File: src/rtl/rs_pkg.sv
// Shared phase encoding for the staged power-switch sequencer.
package rs_pkg;
    typedef enum logic [2:0] {
        ST_OFF      = 3'd0,
        ST_RAMP     = 3'd1,
        ST_ISO_WAIT = 3'd2,
        ST_RST_REL  = 3'd3,
        ST_ON       = 3'd4,
        ST_ISO_SET  = 3'd5,
        ST_SHED     = 3'd6
    } rs_state_t;
endpackage

File: src/rtl/rs_req_hold.sv
// Holds pending up/down requests until the controller consumes them.
// Assumes request inputs are single-cycle pulses; a newer request
// replaces an opposite pending one, and up wins on a tie.
module rs_req_hold (
    input  logic clk,
    input  logic rst_n,
    input  logic up_set,
    input  logic dn_set,
    input  logic up_clr,
    input  logic dn_clr,
    output logic up_pend,
    output logic dn_pend
);
    // Latch requests; a fresh set beats a consume in the same cycle.
    always_ff @(posedge clk) begin
        if (!rst_n) begin
            up_pend <= 1'b0;
            dn_pend <= 1'b0;
        end else if (up_set) begin
            up_pend <= 1'b1;
            dn_pend <= 1'b0;
        end else if (dn_set) begin
            dn_pend <= 1'b1;
            up_pend <= 1'b0;
        end else begin
            if (up_clr) up_pend <= 1'b0;
            if (dn_clr) dn_pend <= 1'b0;
        end
    end
endmodule

File: src/rtl/rs_countdown.sv
// Shared stage delay counter: loads a value and counts down to zero.
// Assumes load has priority over counting.
module rs_countdown #(
    parameter int CNT_W = 8
) (
    input  logic             clk,
    input  logic             rst_n,
    input  logic             load,
    input  logic [CNT_W-1:0] load_val,
    output logic             zero
);
    logic [CNT_W-1:0] cnt_q;

    // Load or decrement toward zero, then hold.
    always_ff @(posedge clk) begin
        if (!rst_n)             cnt_q <= '0;
        else if (load)          cnt_q <= load_val;
        else if (cnt_q != '0)   cnt_q <= cnt_q - 1'b1;
    end

    assign zero = (cnt_q == '0);
endmodule

File: src/rtl/rs_ctrl.sv
// Phase controller: walks group enables up with programmed delays,
// releases isolation then reset, and reverses on power-down.
// Assumes N_GROUPS >= 2; select value N_GROUPS picks the settle delay.
module rs_ctrl
    import rs_pkg::*;
#(
    parameter int N_GROUPS = 4,
    parameter int IDX_W    = $clog2(N_GROUPS),
    parameter int SEL_W    = $clog2(N_GROUPS + 1)
) (
    input  logic             clk,
    input  logic             rst_n,
    input  logic             up_pend,
    input  logic             dn_pend,
    input  logic             cnt_zero,
    output logic             up_clr,
    output logic             dn_clr,
    output logic             load,
    output logic [SEL_W-1:0] load_sel,
    output logic             grp_set,
    output logic             grp_clr,
    output logic [IDX_W-1:0] grp_idx,
    output logic             iso_on,
    output logic             dom_rst_n,
    output logic             ready,
    output logic [2:0]       state_o
);
    localparam logic [IDX_W-1:0] LAST = IDX_W'(N_GROUPS - 1);

    rs_state_t        st_q;
    logic [IDX_W-1:0] idx_q;

    // Per-phase strobes to the counter, request holder and group flops.
    always_comb begin
        up_clr   = 1'b0;
        dn_clr   = 1'b0;
        load     = 1'b0;
        load_sel = '0;
        grp_set  = 1'b0;
        grp_clr  = 1'b0;
        case (st_q)
            ST_OFF: begin
                if (up_pend) begin
                    up_clr = 1'b1;
                    load   = 1'b1;
                end else if (dn_pend) begin
                    dn_clr = 1'b1;
                end
            end
            ST_RAMP: begin
                if (cnt_zero) begin
                    grp_set  = 1'b1;
                    load     = 1'b1;
                    load_sel = (idx_q == LAST) ? SEL_W'(N_GROUPS)
                                               : SEL_W'(idx_q) + SEL_W'(1);
                end
            end
            ST_ON: begin
                if (dn_pend)      dn_clr = 1'b1;
                else if (up_pend) up_clr = 1'b1;
            end
            ST_SHED: grp_clr = 1'b1;
            default: ;
        endcase
    end

    // Phase register, group index, isolation, reset and ready flops.
    always_ff @(posedge clk) begin
        if (!rst_n) begin
            st_q      <= ST_OFF;
            idx_q     <= '0;
            iso_on    <= 1'b1;
            dom_rst_n <= 1'b0;
            ready     <= 1'b0;
        end else begin
            case (st_q)
                ST_OFF: if (up_pend) begin
                    st_q  <= ST_RAMP;
                    idx_q <= '0;
                end
                ST_RAMP: if (cnt_zero) begin
                    if (idx_q == LAST) st_q  <= ST_ISO_WAIT;
                    else               idx_q <= idx_q + 1'b1;
                end
                ST_ISO_WAIT: if (cnt_zero) begin
                    iso_on <= 1'b0;
                    st_q   <= ST_RST_REL;
                end
                ST_RST_REL: begin
                    dom_rst_n <= 1'b1;
                    st_q      <= ST_ON;
                end
                ST_ON: begin
                    if (dn_pend) begin
                        dom_rst_n <= 1'b0;
                        ready     <= 1'b0;
                        st_q      <= ST_ISO_SET;
                    end else begin
                        ready <= 1'b1;
                    end
                end
                ST_ISO_SET: begin
                    iso_on <= 1'b1;
                    idx_q  <= LAST;
                    st_q   <= ST_SHED;
                end
                ST_SHED: begin
                    if (idx_q == '0) st_q  <= ST_OFF;
                    else             idx_q <= idx_q - 1'b1;
                end
                default: st_q <= ST_OFF;
            endcase
        end
    end

    assign grp_idx = idx_q;
    assign state_o = st_q;
endmodule

File: src/rtl/rail_stager.sv
// Top of the staged power-switch sequencer. Wires the request holder,
// shared delay counter and phase controller, selects the active delay
// and keeps one enable flop per switch group.
// Assumes request inputs are synchronous single-cycle pulses and the
// delay inputs are stable while a sequence runs.
module rail_stager #(
    parameter int N_GROUPS = 4,
    parameter int CNT_W    = 8
) (
    input  logic                      clk,
    input  logic                      rst_n,
    input  logic                      up_req,
    input  logic                      down_req,
    input  logic                      wake_irq,
    input  logic [N_GROUPS*CNT_W-1:0] dly_grp,
    input  logic [CNT_W-1:0]          dly_iso,
    output logic [N_GROUPS-1:0]       grp_en,
    output logic                      iso_on,
    output logic                      dom_rst_n,
    output logic                      ready,
    output logic [2:0]                state_o
);
    localparam int IDX_W = $clog2(N_GROUPS);
    localparam int SEL_W = $clog2(N_GROUPS + 1);
    localparam int N_SEL = 1 << SEL_W;

    logic             up_pend, dn_pend, up_clr, dn_clr;
    logic             load, cnt_zero, grp_set, grp_clr;
    logic [SEL_W-1:0] load_sel;
    logic [IDX_W-1:0] grp_idx;
    logic [CNT_W-1:0] dly_tab [N_SEL];

    rs_req_hold u_hold (
        .clk     (clk),
        .rst_n   (rst_n),
        .up_set  (up_req | wake_irq),
        .dn_set  (down_req),
        .up_clr  (up_clr),
        .dn_clr  (dn_clr),
        .up_pend (up_pend),
        .dn_pend (dn_pend)
    );

    // Delay table: one entry per group, remaining entries the settle delay.
    for (genvar g = 0; g < N_SEL; g++) begin : g_tab
        if (g < N_GROUPS) begin : g_grp
            assign dly_tab[g] = dly_grp[g*CNT_W +: CNT_W];
        end else begin : g_iso
            assign dly_tab[g] = dly_iso;
        end
    end

    rs_countdown #(.CNT_W(CNT_W)) u_cnt (
        .clk      (clk),
        .rst_n    (rst_n),
        .load     (load),
        .load_val (dly_tab[load_sel]),
        .zero     (cnt_zero)
    );

    rs_ctrl #(.N_GROUPS(N_GROUPS)) u_ctrl (
        .clk       (clk),
        .rst_n     (rst_n),
        .up_pend   (up_pend),
        .dn_pend   (dn_pend),
        .cnt_zero  (cnt_zero),
        .up_clr    (up_clr),
        .dn_clr    (dn_clr),
        .load      (load),
        .load_sel  (load_sel),
        .grp_set   (grp_set),
        .grp_clr   (grp_clr),
        .grp_idx   (grp_idx),
        .iso_on    (iso_on),
        .dom_rst_n (dom_rst_n),
        .ready     (ready),
        .state_o   (state_o)
    );

    // One enable flop per group, set and cleared by the indexed strobe.
    for (genvar k = 0; k < N_GROUPS; k++) begin : g_en
        always_ff @(posedge clk) begin
            if (!rst_n)                                   grp_en[k] <= 1'b0;
            else if (grp_set && grp_idx == IDX_W'(k))     grp_en[k] <= 1'b1;
            else if (grp_clr && grp_idx == IDX_W'(k))     grp_en[k] <= 1'b0;
        end
    end
endmodule

File: config.mk
export PLATFORM = sky130hd
export DESIGN_NAME = rail_stager
export DESIGN_NICKNAME = d
export VERILOG_FILES = /design/src/rtl/rs_pkg.sv /design/src/rtl/rs_req_hold.sv /design/src/rtl/rs_countdown.sv /design/src/rtl/rs_ctrl.sv /design/src/rtl/rail_stager.sv
export SDC_FILE = /design/constraint.sdc
export NUM_CORES = 1
export LEC_CHECK = 0
export BUFFER_PORTS_ARGS = -buffer_cell sky130_fd_sc_hd__buf_2
export CORE_ASPECT_RATIO = 1.75
export CORE_MARGIN = 4
export CORE_UTILIZATION = 50
export DETAILED_ROUTE_END_ITERATION = 8
export HOLD_SLACK_MARGIN = 0.02
export PLACE_DENSITY = 0.83
export SKIP_LAST_GASP = 1
export SLEW_MARGIN = 10
export SYNTH_ARGS = -nofsm -noshare
export SYNTH_HDL_FRONTEND = slang
export SYNTH_HIERARCHICAL = 1
export SYNTH_SLANG_ARGS = --single-unit
File: constraint.sdc
create_clock -name clk -period 3.8 [get_ports clk]
set_clock_uncertainty 0.2 [all_clocks]
set_input_delay 0.38 -clock clk [delete_from_list [all_inputs] [get_ports clk]]
set_output_delay 0.38 -clock clk [all_outputs]
set_load 0.005 [all_outputs]
=== Word-level counts from Yosys, hierarchy flattened ===
Cells that the tools add are included.

* Input bits: 45
* Register bits: 22
* Word-level logic and storage cells: 112
* Output and inout port bits: 10

* Reduce and logical (&&, ||, !) cells: 27
* Bitwise operators: 3
* Eq/ne operators: 17
* Add/sub/neg operators: 4
* Magnitude comparators: 1
* Muxes and demuxes: 48

{| class="wikitable"
|+ Operators with widths
! operator !! count
|-
| 8-bit 2-to-1 mux || 4
|-
| 3-bit 2-to-1 mux || 9
|-
| 8-bit binary-select mux with 3-bit select || 1
|-
| 1-bit 2-to-1 mux || 23
|-
| 3-bit case mux with 7 select lines || 1
|-
| 2-bit != test, second input constant || 8
|-
| 2-bit nonzero test || 8
|-
| 1-bit case mux with 2 select lines || 5
|-
| 3-bit == test, second input constant || 3
|-
| 1-bit logical AND || 8
|-
| 8-bit logical NOT || 1
|-
| 2-bit 2-to-1 mux || 4
|-
| 2-bit case mux with 4 select lines || 1
|-
| 8-bit nonzero test || 1
|-
| 8-bit by 1-bit subtractor with 8-bit output, second input constant || 1
|-
| 3-bit by 2-bit == test with 1-bit output, second input constant || 2
|-
| 6-bit AND reduction || 1
|-
| 5-bit AND reduction || 1
|-
| 2-bit == test, second input constant || 2
|-
| 4-bit >= comparator, second input constant || 1
|-
| 3-bit inverter with 4-bit output || 1
|-
| 2-bit AND reduction || 2
|-
| 4-bit nonzero test || 1
|-
| 2-bit by 1-bit adder with 3-bit output, second input constant || 1
|-
| other kinds (10) || 10
|}

=== Longest topological paths before layout ===
Gate-level depths: netlist (run 1).

* Depth after elaboration: 9
* Depth in mapped cells: 13
* Mapped depth without buffers: 10

=== Modules after synthesis ===
Netlist (run 1), hierarchy kept.

{| class="wikitable"
|+ By module, submodules not included
! module !! cells an instance !! instances !! area an instance (µm²) !! sequential area each (µm²)
|-
| rs_ctrl || 73 || 1 || 553.0 || 160.2
|-
| rail_stager || 66 || 1 || 551.8 || 80.1
|-
| rs_countdown || 51 || 1 || 457.9 || 160.2
|-
| rs_req_hold || 7 || 1 || 80.1 || 40.0
|}

=== Worst setup path after synthesis (run 1) ===
Ideal clock, no wire load.

* Path type: reg-to-reg
* Start: register u_cnt.cnt_q[3]
* End: register u_cnt.cnt_q[1]
* Arrival time: 2.543 ns
* Period minus slack after synthesis: 2.831 ns
* Buffers on the path: 2
* Cell stages (with the launch flop): 11
* Setup slack: 0.969 ns
* Setup time: 0.088 ns
* Required time: 3.512 ns
* Path through: dfxtp_1 -> nor4_4 -> and4bb_1 -> buf_6 -> and3_1 -> nor3b_1 -> buf_6 -> mux2i_1 -> a221oi_1 -> o21ai_0 -> a311oi_2

* Cells in the longest elaborated chain, start to end: 8
* Elaborated cells between the ends (all ways): 12
* Those cells by class: mux (8); bitwise (1); reduce/logical (3)

{| class="wikitable"
|+ Ends and longest elaborated chain
! what !! line !! RTL
|-
| from (decl) || rs_countdown.sv:12 || <nowiki>logic [CNT_W-1:0] cnt_q;</nowiki>
|-
| from (signal assigned) || rs_countdown.sv:17 || <nowiki>else if (load) cnt_q <= load_val;</nowiki>
|-
| from (signal assigned) || rs_countdown.sv:18 || <nowiki>else if (cnt_q != '0) cnt_q <= cnt_q - 1'b1;</nowiki>
|-
| 8-bit logical NOT || rs_countdown.sv:21 || <nowiki>assign zero = (cnt_q == '0);</nowiki>
|-
| named net cnt_zero || rail_stager.sv:28 || <nowiki>logic load, cnt_zero, grp_set, grp_clr;</nowiki>
|-
| 3-bit 2-to-1 mux || rs_ctrl.sv:51 || <nowiki>if (cnt_zero) begin</nowiki>
|-
| 3-bit 2-to-1 mux || rs_ctrl.sv:41 || <nowiki>case (st_q)</nowiki>
|-
| named net load_sel[0] || rail_stager.sv:29 || <nowiki>logic [SEL_W-1:0] load_sel;</nowiki>
|-
| 3-bit inverter with 4-bit output (implied by the code) || rail_stager.sv:57 || <nowiki>.load_val (dly_tab[load_sel]),</nowiki>
|-
| 8-bit binary-select mux with 3-bit select || rail_stager.sv:57 ||
|-
| 8-bit 2-to-1 mux (implied by the code) (2 in a row) || rail_stager.sv:57 ||
|-
| 8-bit 2-to-1 mux || rs_countdown.sv:17 ||
|}

The timed path passes the listed nets, and every way through them passes these cells. The select of a mux whose other input is x is not followed.
A chain may end at the register's enable or synchronous reset.

=== Worst setup path after layout (run 1) ===
Same ends and word-level chain as after synthesis.

==> results.py, run 1 <==
metrics = {
    "outcome": {
        "outcome": "complete, no violations",
    },
    "logic_synthesis": {
        "synth-simple-area-share": 0.262,
        "synthTopCellsByArea": "dfxtp_1 27%, mux2i_1 7.3%, inv_1 4.6%",
        "netlist_instances": 197,
        "yosysSeqAreaShare": 0.268,
        "synth_enable_flop_cells": 0,
        "synthXorXnorAreaFrac": 0.0267,
        "yosysUniqueCellTypes": 51,
        "synthMuxAreaShare": 0.0731,
        "ys_async_sr_fraction": 0,
        "synth_top_family_by_area": "simple AND/OR/NAND/NOR gates",
        "syn_area_mm2": 0.00164,
        "ys.flop_type": "dfxtp_1",
        "yosysTopAreaCell": "dfxtp_1",
        "synth_fa_ha_area_frac": 0.0228,
        "yosys_warnings": 6,
        "syn_avg_cell_area_um2": 8.34,
        "synth-compound-area-share": 0.254,
        "synth_seq_cells": 22,
        "yosys.area.top_type_share": 0.268,
        "syn_nets": 245,
    },
    "final_layout": {
        "final_net_count": 296,
        "synthToLayoutAreaGrowth_pct": 20.6,
        "design_area_mm2": 0.00198,
        "layoutNonFillerInstCount": 290,
        "drive_above_1_share": 0.300,
        "antenna_cells": 0,
    },
    "clocking": {
        "htreeDepth": 1,
        "clk_pin_slew_ns": 0.08,
        "cts_tree": "done",
        "root_buffer": "clkbuf_8",
        "cts_num_sinks": 22,
        "holdBufCountCts": 0,
        "cts_buffer_depth": 2,
        "cts_made_buffers": 3,
        "insertion_delay_ns": 0.26,
        "cts_resized": 0,
        "post_cts_buffers": 0,
    },
    "global_route": {
        "grt_antenna_before_repair": 0,
        "grt-ovfl-total": 0,
        "grt_max_degree": 27,
        "track_usage": 0.204,
        "grt_pass1_vias": 1672,
        "grt_pass1_wl_um": 6850,
    },
    "sta": {
        "setup_viol": 0,
        "maxSlewHeadroom": 0.468,
        "tns_ns": 0,
        "finalCriticalPeriod_ns": 3.12,
        "fmax_mhz": 321,
        "final.period_utilization": 0.820,
        "worst_pin_slew_ns": 0.792,
        "hold_violations": 0,
        "drv_slew": 0,
        "rsz0062_at_grt": "no",
    },
    "die": {
        "row_count": 27,
        "io_pins": 55,
        "dieArea_mm2": 0.00430,
        "fp.dieH_um": 83.8,
        "die_w_um": 51.3,
        "core_area_mm2": 0.00314,
        "initial_core_util": 0.523,
    },
    "job": {
        "cap_viol_max_count": 0,
    },
    "place": {
        "placed_area_mm2": 0.00191,
        "dpl.cell_count": 286,
        "gp_congestion": 0.923,
        "hpwl_um": 3360,
        "numPortBuffers": 54,
    },
    "critical_path": {
        "crit_slowest_cell": "and2_1",
        "start_kind": "flop",
        "required_ns": 3.78,
        "rrSetupSlack_ns": 0.68,
        "endpoint_kind": "flop",
        "arrival_ns": 3.10,
        "critPathKind": "reg -> reg",
        "path_max_fanout": 12,
        "cpPeakStageDelay_ns": 0.38,
        "path_cells": "nor4_4 -> and4bb_1 -> buf_4 -> and3_1 -> and2_1 -> nand2b_1 -> a211oi_1 -> a221oi_1 -> o21ai_0 -> a311oi_2",
    },
    "route": {
        "vias_per_cell": 5.73,
        "route.vias.total": 1662,
        "ant_nets": 0,
        "wl_per_cell_um": 14.5,
        "drc": 0,
        "drt_pass1_iterations": 4,
        "drt_first_iter_violations": 40,
        "drt_wl_total_um": 4220,
    },
    "power_and_ir_drop": {
        "p_leak_nw": 0.858,
        "power-per-cell-area_mw_per_mm2": 516,
        "peakVddDrop_uv": 350,
    },
    "worst_hold_path": {
        "hp-class": "in -> reg",
    },
}
==> worst paths after layout <==
path | startpoint | depth (start not counted) | to
setup / recovery | u_cnt/cnt_q[3] | 10 | u_cnt/cnt_q[1]
hold / removal | down_req | 2 | u_hold/dn_pend
setup reg to reg | u_cnt/cnt_q[3] | 10 | u_cnt/cnt_q[1]
hold reg to reg | grp_en[1] | 2 | grp_en[1]
==> critical path: cells and delay by family, from the launching register on <==
| kind | cells | cell delay (ns) |
|---|---|---|
| AOI/OAI and AO/OA | 4 | 0.69 |
| buffers and inverters | 1 | 0.19 |
| DFF | 1 | 0.37 |
| and+or+nand+nor | 5 | 1.59 |
==> metrics by stage <==
step                      hold WS [ns]   util  worst slack, ns  power, W
after floorplan                  0.260      -            0.969  0.000702
after detailed placement         0.277  0.608            0.726  0.000804
after global placement           0.266  0.608            0.860  0.000791
after CTS                        0.169  0.630            0.684   0.00102
final                            0.176  0.630            0.683   0.00102
after global routing             0.190  0.630            0.528   0.00110
==> flip-flops by register name (all words and copies together), names as in the netlist <==
register,cells
u_ctrl/iso_on,1
u_cnt/cnt_q,8
u_ctrl/grp_idx,2
u_ctrl/dom_rst_n,1
grp_en,4
u_ctrl/ready,1
u_ctrl/state_o,3
u_hold/up_pend,1
u_hold/dn_pend,1
==> cells in the mapped netlist (all sizes together), types with 2 or more instances <==
library cell and number:
nand3 9, nor2 8, nor3 4, nor2b 8, and2 2, xor2 2, o221a 2, mux2i 12
buf 8, a221oi 8, inv 20, o31ai 6, a32oi 3, and2b 5, a21oi 9, clkbuf 2
ha 3, a211oi 9, xnor2 3, nand2b 2, nand2 14, dfxtp 22, nand3b 2, nor3b 5
o21ai 10
==> placed cells by master (no fill, tap or decap), drive strengths merged, types with 5 or more instances in the layout <==
cell | Yosys | final
o31ai | 6 | 6
nand3 | 9 | 9
a221oi | 8 | 8
buf | 8 | 56
mux2i | 12 | 12
and2b | 5 | 5
nor3b | 5 | 5
a211oi | 9 | 9
nor2 | 8 | 8
inv | 20 | 20
a21oi | 9 | 9
o21ai | 10 | 10
dfxtp | 22 | 22
nor2b | 8 | 8
nand2 | 14 | 14
==> kinds of logic after synthesis <==
| family | after synthesis |
|---|---|
| and+or+nand+nor | 69 |
| AOI/OAI and AO/OA | 56 |
| buffers and inverters | 30 |
| DFF | 22 |
| muxes | 12 |
| xor gates and xnor gates | 5 |
| adders and majority gates | 3 |
==> metal layers <==
metal	GRT usage	up-vias	wire (um)
li1	-	821	-
met1	0.195	779	1460
met2	0.401	52	2420
met3	0.0197	10	210
met4	0.103	0	125
met5	0	-	0
==> where the power goes <==
| group | switching (W) | internal [W] |
|---|---|---|
| registers | 0.0000781 | 0.000282 |
| logic | 0.000229 | 0.000213 |
| clock network | 0.0000800 | 0.000141 |
| total | 0.000387 | 0.000636 |
==> layout make-up <==
class	instances	area (um^2)
Clock buffer	3	41.3
Clock inverter	1	30.0
Fill cell	297	1160
Inverter	20	75.1
Multi-Input combinational cell	145	1050
Sequential cell	22	440
Tap cell	43	53.8
Timing Repair Buffer	56	285
No activity file was read; power rests on OpenSTA's default activity.
==> inputs of run 2 (changes only) <==
--- a/config.mk
+++ b/config.mk
@@ -8,10 +8,10 @@
 export BUFFER_PORTS_ARGS = -buffer_cell sky130_fd_sc_hd__buf_2
 export CORE_ASPECT_RATIO = 1.75
 export CORE_MARGIN = 4
-export CORE_UTILIZATION = 50
+export CORE_UTILIZATION = 45
 export DETAILED_ROUTE_END_ITERATION = 8
 export HOLD_SLACK_MARGIN = 0.02
-export PLACE_DENSITY = 0.83
+export PLACE_DENSITY = 0.79
 export SKIP_LAST_GASP = 1
 export SLEW_MARGIN = 10
 export SYNTH_ARGS = -nofsm -noshare
==> constraint.sdc (replaced) <==
create_clock -name clk -period 2.6 [get_ports clk]
set_clock_uncertainty 0.2 [all_clocks]
set_input_delay 0.26 -clock clk [delete_from_list [all_inputs] [get_ports clk]]
set_output_delay 0.26 -clock clk [all_outputs]
set_load 0.005 [all_outputs]
==> run 2 against run 1 <==
Effect of this change: first-iteration DRC count is 45% higher; total power is 61% higher; clock power is 47% higher; clock-buffer cell count stayed put; cell area is 13% higher; sequential share of layout area is 2.2 points lower; non-clock buffer count is 15 higher; via count is 4.7% higher; hold slack worse by 0.12 ns; sequential cell count stayed put; combinational power is 87% higher; critical path type unchanged; critical endpoint is now u_cnt/cnt_q[6].
==> results.py, run 2 (synthesized netlist as in run 1, its figures left out) <==
metrics = {
    "outcome": {
        "outcome": "complete, no violations",
    },
    "clocking": {
        "cts_num_sinks": 22,
        "htreeDepth": 1,
        "cts_made_buffers": 3,
        "cts_buffer_depth": 2,
        "cts_tree": "done",
        "clk_pin_slew_ns": 0.08,
        "insertion_delay_ns": 0.27,
        "root_buffer": "clkbuf_8",
        "holdBufCountCts": 0,
    },
    "global_route": {
        "grt_max_degree": 27,
        "track_usage": 0.210,
        "grt_pass1_wl_um": 7490,
        "grt_util_met1": 0.221,
        "busiest_layer": "met2",
        "grt-ovfl-total": 0,
        "grt_pass1_vias": 1767,
        "gr-usage-met2": 0.381,
        "grt_antenna_before_repair": 0,
        "grtUsageMet3": 0.0307,
    },
    "route": {
        "vias_per_cell": 5.67,
        "ant_nets": 0,
        "drc": 0,
        "drt_wl_total_um": 4820,
        "route.vias.total": 1740,
        "wl_per_cell_um": 15.7,
        "drt_pass1_iterations": 4,
        "drt_first_iter_violations": 58,
    },
    "sta": {
        "final.period_utilization": 0.999,
        "drv_slew": 0,
        "rsz0062_at_grt": "yes",
        "setup_viol": 0,
        "hold_violations": 0,
        "tns_ns": 0,
        "worst_pin_slew_ns": 0.432,
        "fmax_mhz": 385,
        "maxSlewHeadroom": 0.712,
        "finalCriticalPeriod_ns": 2.60,
    },
    "place": {
        "gp_congestion": 0.872,
        "dpl.cell_count": 299,
        "hpwl_um": 3350,
        "numPortBuffers": 54,
    },
    "power_and_ir_drop": {
        "switching_power_w": 0.000610,
        "peakVddDrop_uv": 505,
        "pwr-share-seq": 0.302,
        "pwr-share-comb": 0.502,
        "switching_share": 0.369,
        "intPower_w": 0.00104,
        "power-per-cell-area_mw_per_mm2": 738,
        "p_leak_nw": 0.960,
        "p_clk_frac": 0.196,
    },
    "worst_hold_path": {
        "hp-class": "in -> reg",
    },
    "die": {
        "core_area_mm2": 0.00343,
        "fp.dieH_um": 87.9,
        "io_pins": 55,
        "initial_core_util": 0.478,
        "die_w_um": 53.7,
        "row_count": 28,
        "dieArea_mm2": 0.00472,
    },
    "final_layout": {
        "final_common_cell": "buf_2",
        "layoutNonFillerInstCount": 307,
        "nFillCells": 307,
        "antenna_cells": 0,
        "final_net_count": 311,
        "final_cell_mix": "54 x buf_2, 19 x inv_1, 19 x dfxtp_1, 14 x nand2_1, 13 x buf_4",
        "synthToLayoutAreaGrowth_pct": 36.2,
        "largest_register_ffs": 8,
        "largest_register": "u_cnt/cnt_q",
        "drive_above_1_share": 0.401,
    },
    "critical_path": {
        "arrival_ns": 2.60,
        "required_ns": 2.60,
        "start_kind": "flop",
        "cp_top_family": "simple AND/OR/NAND/NOR gates",
        "path_max_fanout": 5,
        "path_cells": "inv_1 -> ha_1 -> and4bb_1 -> and3_4 -> nor3b_4 -> buf_6 -> clkbuf_16 -> nor2b_1 -> a211oi_2 -> a221oi_1 -> o21ai_1 -> a31oi_1",
        "rrSetupSlack_ns": 0.004,
        "critPathBufInv": 3,
        "crit_slowest_cell": "dfxtp_1",
        "endpoint_kind": "flop",
        "cpPeakStageDelay_ns": 0.40,
        "critPathKind": "reg -> reg",
    },
    "job": {
        "cap_viol_max_count": 0,
    },
}
==> run 2: routing by layer <==
layer / up-vias / wire, um
li1: 853 / -
met3: 13 / 145
met4: 0 / 165
met5: - / 0
met1: 833 / 1730
met2: 41 / 2780
==> run 2: timing repair <==
action,4_1_cts,5_1_grt
pin swaps,1,8
gates cloned,1,1
setup endpoints to repair,2,8
gates resized for setup,3,20
setup buffers,0,2
==> run 2: worst paths after layout <==
check,from,end,depth (start not counted)
setup / recovery,u_cnt/cnt_q[0],u_cnt/cnt_q[6],12
hold reg to reg,u_ctrl/dom_rst_n,u_ctrl/dom_rst_n,2
setup reg to reg,u_cnt/cnt_q[0],u_cnt/cnt_q[6],12
hold / removal,down_req,u_hold/dn_pend,2
==> run 2: power groups by stage <==
stage / clock network (W) / registers (W) / logic (W)
after floorplan: 0 / 0.000496 / 0.000537
after global placement: 0 / 0.000499 / 0.000733
after detailed placement: 0 / 0.000499 / 0.000751
after CTS: 0.000329 / 0.000493 / 0.000776
after global routing: 0.000344 / 0.000509 / 0.000913
final: 0.000324 / 0.000498 / 0.000828
==> run 2: area by class of cell <==
cell class / instances / area [um^2] / area share
Multi-Input combinational cell: 145 / 1130 / 0.507
Clock buffer: 3 / 41.3 / 0.0185
Tap cell: 45 / 56.3 / 0.0252
Clock inverter: 1 / 30.0 / 0.0134
Inverter: 20 / 75.1 / 0.0336
Timing Repair Buffer: 71 / 452 / 0.202
Sequential cell: 22 / 449 / 0.201
==> run 2: through the flow <==
stage | utilization | total power [W] | instance area (um^2) | worst slack [ns] | hold WS, ns
after CTS | 0.622 | 0.00160 | 2140 | -0.0211 | 0.0513
after floorplan | - | 0.00103 | 1660 | 0.0329 | 0.178
after global placement | 0.588 | 0.00123 | 2020 | 0.0277 | 0.260
after detailed placement | 0.588 | 0.00125 | 2020 | -0.0196 | 0.265
final | 0.652 | 0.00165 | 2240 | 0.00365 | 0.0528
after global routing | 0.652 | 0.00177 | 2240 | -0.144 | 0.0637
